File: src/rtl/mwe_pkg.sv
package mwe_pkg;

   // Opcode field values, sent MSB first after the start bit
   typedef enum logic [1:0] {
      OP_EXT   = 2'b00,
      OP_WRITE = 2'b01,
      OP_READ  = 2'b10,
      OP_ERASE = 2'b11
   } mwe_op_e;

   // Frame phases of the serial front end
   typedef enum logic [2:0] {
      PH_IDLE  = 3'd0,
      PH_OPC   = 3'd1,
      PH_ADDR  = 3'd2,
      PH_RDATA = 3'd3,
      PH_WDATA = 3'd4,
      PH_DONE  = 3'd5
   } mwe_phase_e;

   // Extended-group selector carried in the top two address bits
   localparam logic [1:0] EXT_UNLOCK = 2'b11;
   localparam logic [1:0] EXT_LOCK   = 2'b00;

endpackage

File: src/rtl/mwe_sync.sv
module mwe_sync #(
   parameter int WIDTH  = 3,
   parameter int STAGES = 2
) (
   input  logic             clk,
   input  logic             rst_n,
   input  logic [WIDTH-1:0] d,
   output logic [WIDTH-1:0] q
);

   generate
      if (STAGES == 0) begin : g_bypass
         assign q = d;
      end else begin : g_chain
         logic [WIDTH-1:0] stage_q [STAGES];
         always_ff @(posedge clk or negedge rst_n) begin
            if (!rst_n) begin
               for (int i = 0; i < STAGES; i++) stage_q[i] <= '0;
            end else begin
               stage_q[0] <= d;
               for (int i = 1; i < STAGES; i++) stage_q[i] <= stage_q[i-1];
            end
         end
         assign q = stage_q[STAGES-1];
      end
   endgenerate

endmodule

File: src/rtl/mwe_frame.sv
module mwe_frame
   import mwe_pkg::*;
#(
   parameter int ADDR_W = 6,
   parameter int DATA_W = 16
) (
   input  logic              clk,
   input  logic              rst_n,
   input  logic              cs,
   input  logic              sk_rise,
   input  logic              di,
   input  logic              busy,
   input  logic [DATA_W-1:0] rd_word,
   output logic [ADDR_W-1:0] addr_q,
   output mwe_phase_e        phase_q,
   output logic              drv_q,
   output logic              bit_q,
   output logic [DATA_W-1:0] wdata_q,
   output logic              commit_o,
   output logic              commit_erase_o,
   output logic              ext_en_o,
   output logic              ext_dis_o
);

   localparam int CNT_MAX = (ADDR_W > DATA_W) ? ADDR_W : DATA_W;
   localparam int CNT_W   = $clog2(CNT_MAX) + 1;

   logic [1:0]        op_q;
   logic [CNT_W-1:0]  cnt_q;
   logic [DATA_W-1:0] sh_q;
   logic              cs_q;
   logic              arm_wr_q;
   logic              arm_er_q;
   logic [ADDR_W-1:0] addr_nxt;
   logic [1:0]        ext_sel;

   assign addr_nxt = {addr_q[ADDR_W-2:0], di};
   assign ext_sel  = addr_nxt[ADDR_W-1 -: 2];
   assign wdata_q  = sh_q;

   always_ff @(posedge clk or negedge rst_n) begin
      if (!rst_n) begin
         phase_q        <= PH_IDLE;
         op_q           <= 2'b00;
         addr_q         <= '0;
         sh_q           <= '0;
         cnt_q          <= '0;
         drv_q          <= 1'b0;
         bit_q          <= 1'b1;
         cs_q           <= 1'b0;
         arm_wr_q       <= 1'b0;
         arm_er_q       <= 1'b0;
         commit_o       <= 1'b0;
         commit_erase_o <= 1'b0;
         ext_en_o       <= 1'b0;
         ext_dis_o      <= 1'b0;
      end else begin
         commit_o       <= 1'b0;
         commit_erase_o <= 1'b0;
         ext_en_o       <= 1'b0;
         ext_dis_o      <= 1'b0;
         cs_q           <= cs;
         if (!cs) begin
            // deselect: finish a complete command, abort anything partial
            if (cs_q) begin
               commit_o       <= arm_wr_q | arm_er_q;
               commit_erase_o <= arm_er_q;
            end
            phase_q  <= PH_IDLE;
            drv_q    <= 1'b0;
            arm_wr_q <= 1'b0;
            arm_er_q <= 1'b0;
            cnt_q    <= '0;
         end else if (sk_rise) begin
            case (phase_q)
               PH_IDLE: begin
                  if (di && !busy) begin
                     phase_q <= PH_OPC;
                     cnt_q   <= '0;
                  end
               end
               PH_OPC: begin
                  op_q <= {op_q[0], di};
                  if (cnt_q == CNT_W'(1)) begin
                     phase_q <= PH_ADDR;
                     cnt_q   <= '0;
                  end else begin
                     cnt_q <= cnt_q + 1'b1;
                  end
               end
               PH_ADDR: begin
                  addr_q <= addr_nxt;
                  if (cnt_q == CNT_W'(ADDR_W - 1)) begin
                     cnt_q <= '0;
                     case (mwe_op_e'(op_q))
                        OP_READ: begin
                           phase_q <= PH_RDATA;
                           drv_q   <= 1'b1;
                           bit_q   <= 1'b0;
                        end
                        OP_WRITE: phase_q <= PH_WDATA;
                        OP_ERASE: begin
                           phase_q  <= PH_DONE;
                           arm_er_q <= 1'b1;
                        end
                        default: begin
                           phase_q   <= PH_DONE;
                           ext_en_o  <= (ext_sel == EXT_UNLOCK);
                           ext_dis_o <= (ext_sel == EXT_LOCK);
                        end
                     endcase
                  end else begin
                     cnt_q <= cnt_q + 1'b1;
                  end
               end
               PH_RDATA: begin
                  if (cnt_q == '0) begin
                     bit_q <= rd_word[DATA_W-1];
                     sh_q  <= {rd_word[DATA_W-2:0], 1'b0};
                  end else begin
                     bit_q <= sh_q[DATA_W-1];
                     sh_q  <= {sh_q[DATA_W-2:0], 1'b0};
                  end
                  if (cnt_q == CNT_W'(DATA_W - 1)) phase_q <= PH_DONE;
                  else cnt_q <= cnt_q + 1'b1;
               end
               PH_WDATA: begin
                  sh_q <= {sh_q[DATA_W-2:0], di};
                  if (cnt_q == CNT_W'(DATA_W - 1)) begin
                     phase_q  <= PH_DONE;
                     arm_wr_q <= 1'b1;
                  end else begin
                     cnt_q <= cnt_q + 1'b1;
                  end
               end
               default: ;
            endcase
         end
      end
   end

endmodule

File: src/rtl/mwe_store.sv
module mwe_store #(
   parameter int          ADDR_W      = 6,
   parameter int          DATA_W      = 16,
   parameter int          BUSY_CYCLES = 1000,
   parameter logic [15:0] FILL        = 16'hFFFF
) (
   input  logic              clk,
   input  logic              rst_n,
   input  logic [ADDR_W-1:0] addr,
   input  logic [DATA_W-1:0] wdata,
   input  logic              commit,
   input  logic              commit_erase,
   input  logic              ext_en,
   input  logic              ext_dis,
   output logic [DATA_W-1:0] rd_word,
   output logic              busy,
   output logic              wen
);

   localparam int DEPTH  = 1 << ADDR_W;
   localparam int BCNT_W = $clog2(BUSY_CYCLES + 1);

   logic [DATA_W-1:0] mem_q [DEPTH];
   logic [BCNT_W-1:0] bcnt_q;

   assign rd_word = mem_q[addr];
   assign busy    = (bcnt_q != '0);

   always_ff @(posedge clk or negedge rst_n) begin
      if (!rst_n) begin
         for (int i = 0; i < DEPTH; i++) mem_q[i] <= DATA_W'(FILL);
         bcnt_q <= '0;
         wen    <= 1'b0;
      end else begin
         if (ext_en)       wen <= 1'b1;
         else if (ext_dis) wen <= 1'b0;
         if (commit && wen && !busy) begin
            mem_q[addr] <= commit_erase ? '1 : wdata;
            bcnt_q      <= BCNT_W'(BUSY_CYCLES);
         end else if (busy) begin
            bcnt_q <= bcnt_q - 1'b1;
         end
      end
   end

endmodule

File: src/rtl/mwe_responder.sv
module mwe_responder
   import mwe_pkg::*;
#(
   parameter int ADDR_W      = 6,
   parameter int DATA_W      = 16,
   parameter int BUSY_CYCLES = 1000,
   parameter int SYNC_STAGES = 2
) (
   input  logic clk,
   input  logic rst_n,
   input  logic cs,
   input  logic sk,
   input  logic di,
   output logic dout,
   output logic dout_oe
);

   generate
      if (ADDR_W < 2) begin : g_bad_addr
         $error("ADDR_W must be at least 2");
      end
      if (DATA_W < 2 || DATA_W > 16) begin : g_bad_data
         $error("DATA_W must lie in 2..16");
      end
      if (BUSY_CYCLES < 1) begin : g_bad_busy
         $error("BUSY_CYCLES must be at least 1");
      end
   endgenerate

   logic [2:0]        pins_s;
   logic              cs_s, sk_s, di_s, sk_q, sk_rise;
   logic [ADDR_W-1:0] addr_q;
   logic [DATA_W-1:0] rd_word, wdata;
   mwe_phase_e        phase;
   logic              drv, dbit, commit, commit_erase, ext_en, ext_dis;
   logic              busy, wen;

   mwe_sync #(.WIDTH(3), .STAGES(SYNC_STAGES)) u_sync (
      .clk(clk), .rst_n(rst_n), .d({cs, sk, di}), .q(pins_s));

   assign {cs_s, sk_s, di_s} = pins_s;
   assign sk_rise = sk_s & ~sk_q;

   always_ff @(posedge clk or negedge rst_n) begin
      if (!rst_n) sk_q <= 1'b0;
      else        sk_q <= sk_s;
   end

   mwe_frame #(.ADDR_W(ADDR_W), .DATA_W(DATA_W)) u_frame (
      .clk(clk), .rst_n(rst_n), .cs(cs_s), .sk_rise(sk_rise), .di(di_s),
      .busy(busy), .rd_word(rd_word), .addr_q(addr_q), .phase_q(phase),
      .drv_q(drv), .bit_q(dbit), .wdata_q(wdata), .commit_o(commit),
      .commit_erase_o(commit_erase), .ext_en_o(ext_en), .ext_dis_o(ext_dis));

   mwe_store #(.ADDR_W(ADDR_W), .DATA_W(DATA_W), .BUSY_CYCLES(BUSY_CYCLES)) u_store (
      .clk(clk), .rst_n(rst_n), .addr(addr_q), .wdata(wdata), .commit(commit),
      .commit_erase(commit_erase), .ext_en(ext_en), .ext_dis(ext_dis),
      .rd_word(rd_word), .busy(busy), .wen(wen));

   // registered pin driver: idle high, frame data while reading, else status
   always_ff @(posedge clk or negedge rst_n) begin
      if (!rst_n) begin
         dout    <= 1'b1;
         dout_oe <= 1'b0;
      end else begin
         dout_oe <= cs_s;
         if (!cs_s)    dout <= 1'b1;
         else if (drv) dout <= dbit;
         else          dout <= ~busy;
      end
   end

endmodule

File: config.mk
export PLATFORM = sky130hd
export DESIGN_NAME = mwe_responder
export DESIGN_NICKNAME = d
export VERILOG_FILES = /design/src/rtl/mwe_pkg.sv /design/src/rtl/mwe_sync.sv /design/src/rtl/mwe_frame.sv /design/src/rtl/mwe_store.sv /design/src/rtl/mwe_responder.sv
export SDC_FILE = /design/constraint.sdc
export NUM_CORES = 2
export LEC_CHECK = 0
export BUFFER_PORTS_ARGS = -buffer_cell sky130_fd_sc_hd__buf_2
export CAP_MARGIN = 20
export CELL_PAD_IN_SITES_DETAIL_PLACEMENT = 1
export CELL_PAD_IN_SITES_GLOBAL_PLACEMENT = 1
export CORE_MARGIN = 4
export CORE_UTILIZATION = 55
export CTS_CLUSTER_SIZE = 16
export DETAILED_ROUTE_END_ITERATION = 16
export HOLD_SLACK_MARGIN = 0.05
export PLACE_DENSITY_LB_ADDON = 0.1
export SYNTH_ARGS = -nofsm -noshare
export SYNTH_HDL_FRONTEND = slang
export SYNTH_HIERARCHICAL = 1
export SYNTH_SLANG_ARGS = --single-unit
File: constraint.sdc
create_clock -name clk -period 5.3 [get_ports clk]
set_input_delay 0.265 -clock clk [delete_from_list [all_inputs] [get_ports clk]]
set_output_delay 0.265 -clock clk [all_outputs]
set_load 0.05 [all_outputs]
== Word level (Yosys, flattened, before mapping) ==
Index checks and enable logic that the tools add are counted.
Word-level totals
  bits in registers: 1084
  output and inout bits: 2
Operators by class
  bitwise gates (word level): 5
  reductions and logical operators: 24
  eq/ne operators: 26
  $add $sub $neg: 2
  mux-type cells: 62
  $lt $le $gt $ge: 2
Operator list (count)
  $bwmux W1024: 1
  $bmux W16 S6: 1
  $demux W16 S6: 1
  $mux W16: 5
  $mux W1: 35
  $pmux W16 S2: 1
  $mux W5: 6
  $mux W10: 2
  $pmux W5 S4: 1
  $mux W3: 6
  $ne A2 B1 Y1 const B: 7
  $ne A3 B2 Y1 const B: 4
  $pmux W3 S4: 1
  $reduce_and A3 Y1: 4
  $reduce_and A4 Y1: 3
  $reduce_bool A10 Y1: 1
  $sub A10 B1 Y10 const B: 1
  $reduce_bool A2 Y1: 4
  $ge A7 B7 Y1 const B: 1
  $lt A7 B1 Y1 const B: 1
  $not A6 Y7: 1
  $eq A2 B2 Y1 const B: 3
  $eq A3 B2 Y1 const B: 2
  $pmux W3 S2: 1
  other kinds (23): 28

== Logic depth before layout (Yosys ltp) ==
  depth after elaboration: 7
  mapped depth: 13
  depth with buffers taken out: 10

== Modules after synthesis ==
The synthesis kept the hierarchy.
Modules (own cells, without submodules)
  mwe_store: times used 1, seq. area each 27181.1 µm², cells each 4666, area each 45945.3 µm²
  mwe_frame: times used 1, seq. area each 1027.2 µm², cells each 190, area each 2038.2 µm²
  mwe_sync: times used 1, seq. area each 150.1 µm², cells each 9, area each 172.7 µm²
  mwe_responder: times used 1, seq. area each 76.3 µm², cells each 6, area each 98.8 µm²

== Worst setup path after synthesis ==
Ideal clock, no wire load.
  kind: reg-to-reg
  start point: register u_frame.addr_q[1]
  end point: register u_frame.sh_q[15] (netlist: u_frame/wdata_q[15])
  cell stages (with the launch flop): 12
  path slack: 2.570 ns
  library setup time: 0.126 ns
  buffers on the path: 4
  data arrival time: 2.605 ns
  path through: dfrtp_1 -> buf_2 -> buf_2 -> buf_1 -> clkbuf_1 -> mux4_2 -> a221oi_1 -> a21oi_1 -> nor4_1 -> nand2_1 -> mux2i_1 -> a21oi_1
On the way
  longest elaborated chain between the ends: 6
RTL lines
  start, declared: RTL line mwe_frame.sv:14  | output logic [ADDR_W-1:0] addr_q,
  start signal, assigned: RTL line mwe_frame.sv:92  | addr_q <= addr_nxt;
  $not A6 Y7 (implied by the code): RTL line mwe_store.sv:26  | assign rd_word = mem_q[addr];
  $bmux W16 S6: RTL line mwe_store.sv:26
  $mux W16 (implied by the code) (2 in a row): RTL line mwe_store.sv:26
  net rd_word[14]: RTL line mwe_responder.sv:33  | logic [DATA_W-1:0] rd_word, wdata;
  $mux W16: RTL line mwe_frame.sv:117  | if (cnt_q == '0) begin
  $pmux W16 S2: RTL line mwe_frame.sv:75  | case (phase_q)
  end signal, assigned: RTL line mwe_frame.sv:119  | sh_q <= {rd_word[DATA_W-2:0], 1'b0};
  end signal, assigned: RTL line mwe_frame.sv:122  | sh_q <= {sh_q[DATA_W-2:0], 1'b0};
  end signal, assigned: RTL line mwe_frame.sv:128  | sh_q <= {sh_q[DATA_W-2:0], di};
  end, declared: RTL line mwe_frame.sv:30  | logic [DATA_W-1:0] sh_q;
The timed path passes the listed nets, and every way through them passes these cells. The select of a mux whose other input is x is not followed.
A chain may end at the register's enable or synchronous reset.

== Worst setup path in the final report ==
  start point: register u_frame.addr_q[1]
  end point: register u_frame.bit_q
On the way
  longest elaborated chain between the ends: 6
RTL lines
  $not A6 Y7 (implied by the code): RTL line mwe_store.sv:26
  $bmux W16 S6: RTL line mwe_store.sv:26
  $mux W16 (implied by the code) (2 in a row): RTL line mwe_store.sv:26
  net rd_word[15]: RTL line mwe_responder.sv:33
  $mux W1: RTL line mwe_frame.sv:117
  $pmux W1 S2: RTL line mwe_frame.sv:75
  end signal, assigned: RTL line mwe_frame.sv:118  | bit_q <= rd_word[DATA_W-1];
  end signal, assigned: RTL line mwe_frame.sv:121  | bit_q <= sh_q[DATA_W-1];
  end, declared: RTL line mwe_frame.sv:17  | output logic bit_q,
The timed path passes the listed nets, and every way through them passes these cells. The select of a mux whose other input is x is not followed.

==> results.json <==
{
  "ys.flop_type": "dfstp_2",
  "yosys.area.top_type": "dfstp_2",
  "wl_met1_mm": 68.9,
  "crit_fanout": 71,
  "rows": 108,
  "grt_remaining_overflow": 0,
  "slew_headroom_pct": 17.9,
  "synth_warnings": 6,
  "finalSetupViolCount": 0,
  "reg2reg_slack_ns": 1.01,
  "grt_max_degree": 186,
  "grt_pass1_wl_mm": 270,
  "numPortBuffers": 6,
  "die_x_um": 304,
  "worstHoldPathType": "in2async",
  "cts.sinks": 1085,
  "max-clock-path-buffers": 3,
  "first_pass_iters": 6,
  "synth_edf_count": 0,
  "grt_use_total_pct": 37.9,
  "cts_tree": "built",
  "n_fill_cell": 9324,
  "dr_wl_met2_mm": 81.4,
  "synth_area_leaders": "dfstp_2 (56%), o21ai_0 (12%), nand2_1 (8.9%)",
  "cts_max_level": 3,
  "nets": 4702,
  "post_cts_resized": 0,
  "cap_violations": 0,
  "synth_area_um2": 48300,
  "io_pins": 7,
  "syn_area_per_cell_um2": 9.91,
  "fin_crit_ns": 4.29,
  "insertion_delay_ns": 0.71,
  "synth_seq_area_share_pct": 58.9,
  "powerDensity_nw_per_um2": 356,
  "critPathArrivalTime_ns": 4.90,
  "reg2reg_depth": 10,
  "ant_nets": 0,
  "cts_made_buffers": 115,
  "drt_iter0_drc": 3781,
  "wl_per_cell_um": 29.9,
  "grt_pass1_vias": 42400,
  "routed_wl_mm": 178,
  "syn_nets": 4882,
  "drc_errors": 0,
  "regToRegEndpoint": "u_frame/bit_q",
  "core_area_um2": 86900,
  "dp_hpwl_mm": 108,
  "period_share_pct": 80.9,
  "routabilityCongestion": 0.982,
  "fin_util_pct": 61.9,
  "tightest_slew_ns": 1.22,
  "seq_area_um2": 28400,
  "fmax_ghz": 0.233,
  "vias": 39900,
  "post-synth-top-count-cell": "nand2_1",
  "yosys.area.top_type_share_pct": 55.9,
  "maxSlewViolCount": 0,
  "crit_path_end_kind": "flip-flop",
  "synthDistinctLibCells": 80,
  "irDropWorstVdd_mv": 0.279,
  "clock-skew-final_ns": 0.0229,
  "p_total_uw": 19100,
  "syn_inst": 4871,
  "die_h_um": 304,
  "routed.top_layer": "met5",
  "worst_r2r_startpoint": "u_frame/addr_q[1]",
  "layout-drive-gt1-share_pct": 31.9,
  "clkTransAtPathRegs_ns": 0.07,
  "start_util_pct": 55.5,
  "ctsHoldBuffers": 4,
  "ys_top_cells_by_count": "nand2_1 (1147), o21ai_0 (1111), dfstp_2 (1026)",
  "multi_input_area_um2": 18000,
  "syn2layout_area_growth_pct": 11.4,
  "required_ns": 5.92,
  "cts_setup_buffers": 0,
  "finalSetupTns_ns": 0,
  "worst-setup-path-type": "reg2reg",
  "start_kind": "flip-flop",
  "root_buffer": "clkbuf_16",
  "outcome": "complete, no violations",
  "rsz0062_at_grt": "no",
  "p_leak_uw": 0.0185,
  "async_flop_share_pct": 100,
  "synth-seq-cells": 1085,
  "antenna_found_initial": 10,
  "vias_per_cell": 6.71,
  "route.met3.wl_mm": 16.6,
  "finalHoldViolCount": 0,
  "die-area_um2": 92500
}
## power by group
| part | switching (uW) | internal [uW] | leakage (uW) |
|---|---|---|---|
| logic | 1780 | 423 | 0.00517 |
| registers | 104 | 8360 | 0.0114 |
| clock network | 3440 | 5020 | 0.00198 |
| total | 5320 | 13800 | 0.0185 |
## layer usage
layer	vias up	GRT usage (%)
met4	8	21.8
met2	1843	59.4
met5	-	0
met3	587	9.62
met1	20600	48.1
li1	16800	-
## cells by family (layout without fill, tap and decap cells)
| kind of cell | count (synthesis) | in the layout | synth area share [%] |
|---|---|---|---|
| adders and majority gates | 6 | 6 | 0.156 |
| and+or+nand+nor | 1379 | 1379 | 11.6 |
| other | 0 | 3 | 0 |
| muxes | 139 | 139 | 3.59 |
| DFF | 1085 | 1085 | 58.9 |
| AOI/OAI and AO/OA | 1760 | 1760 | 21.7 |
| buffers and inverters | 502 | 417 | 4.03 |
## layout by cell type, fill, tap and decap left out, types with 8 or more instances in the layout
cell,instances
nor3_1,18
clkbuf_8,36
o21ai_0,1111
nand4_1,13
a22o_1,15
a211oi_1,12
nor2_4,19
mux2i_1,57
nor2_1,87
o22ai_1,61
inv_1,16
nor2b_1,8
clkinv_2,22
bufinv_16,9
a21oi_1,89
buf_4,153
buf_12,19
a221oi_1,181
a22oi_1,205
clkbuf_1,23
o221ai_1,27
mux4_2,21
dfstp_2,1026
o211ai_1,10
nand2_1,1147
clkbuf_16,119
nand3_1,13
mux2_2,55
dfrtp_1,56
## through the flow
step | hold WS (ns) | cell area [um2] | setup WS [ns] | cells
finish | 0.152 | 53700 | 1.01 | 5944
CTS | 0.171 | 53600 | 1.09 | 5933
global route | 0.222 | 53700 | 0.976 | 5941
floorplan | -0.0306 | 48300 | 2.57 | 4871
global placement | 0.332 | 49500 | 1.40 | 5715
detailed placement | 0.344 | 49600 | 1.32 | 5717
## worst max-delay path, stage by stage, from the launching register on
cell and delay (ns):
dfrtp_4 0.64, buf_12 0.38, nor2b_4 0.80, buf_4 0.46
a22oi_1 0.15, o221ai_1 0.27, o21ai_0 0.21, and3_1 0.23
o2111ai_1 0.47, mux2i_1 0.20, o21ai_0 0.28
## cell type report
type / instances / area share (%)
clock inverters: 34 / 0.759
multi-input cells: 3284 / 33.6
repair buffers: 188 / 3.28
clock buffers: 178 / 6.62
well taps: 1155 / 2.69
diodes: 3 / 0.0140
inverters: 17 / 0.121
flip-flops and latches: 1085 / 52.9
## registers in the layout, indices dropped and copies added, names as in the netlist, 2 cells and up
register / cells
u_store/mem_q: 1024
u_frame/wdata_q: 16
u_store/bcnt_q: 10
u_frame/addr_q: 6
u_frame/cnt_q: 5
u_frame/phase_q: 3
u_sync/g_chain.stage_q: 3
u_sync/q: 3
u_frame/op_q: 2
## worst max path at each step
stage / start / to / slack [ns]
3_5_place_dp: u_store/bcnt_q[0] / u_store/mem_q[818] / 1.32
6_report: u_frame/addr_q[1] / u_frame/bit_q / 1.01
2_1_floorplan: u_frame/addr_q[1] / u_frame/wdata_q[15] / 2.57
5_1_grt: u_store/bcnt_q[0] / u_store/mem_q[433] / 0.98
3_3_place_gp: u_frame/addr_q[0] / u_frame/wdata_q[15] / 1.40
4_1_cts: u_store/bcnt_q[0] / u_store/mem_q[693] / 1.09
Power figures use the tool's default switching activity.
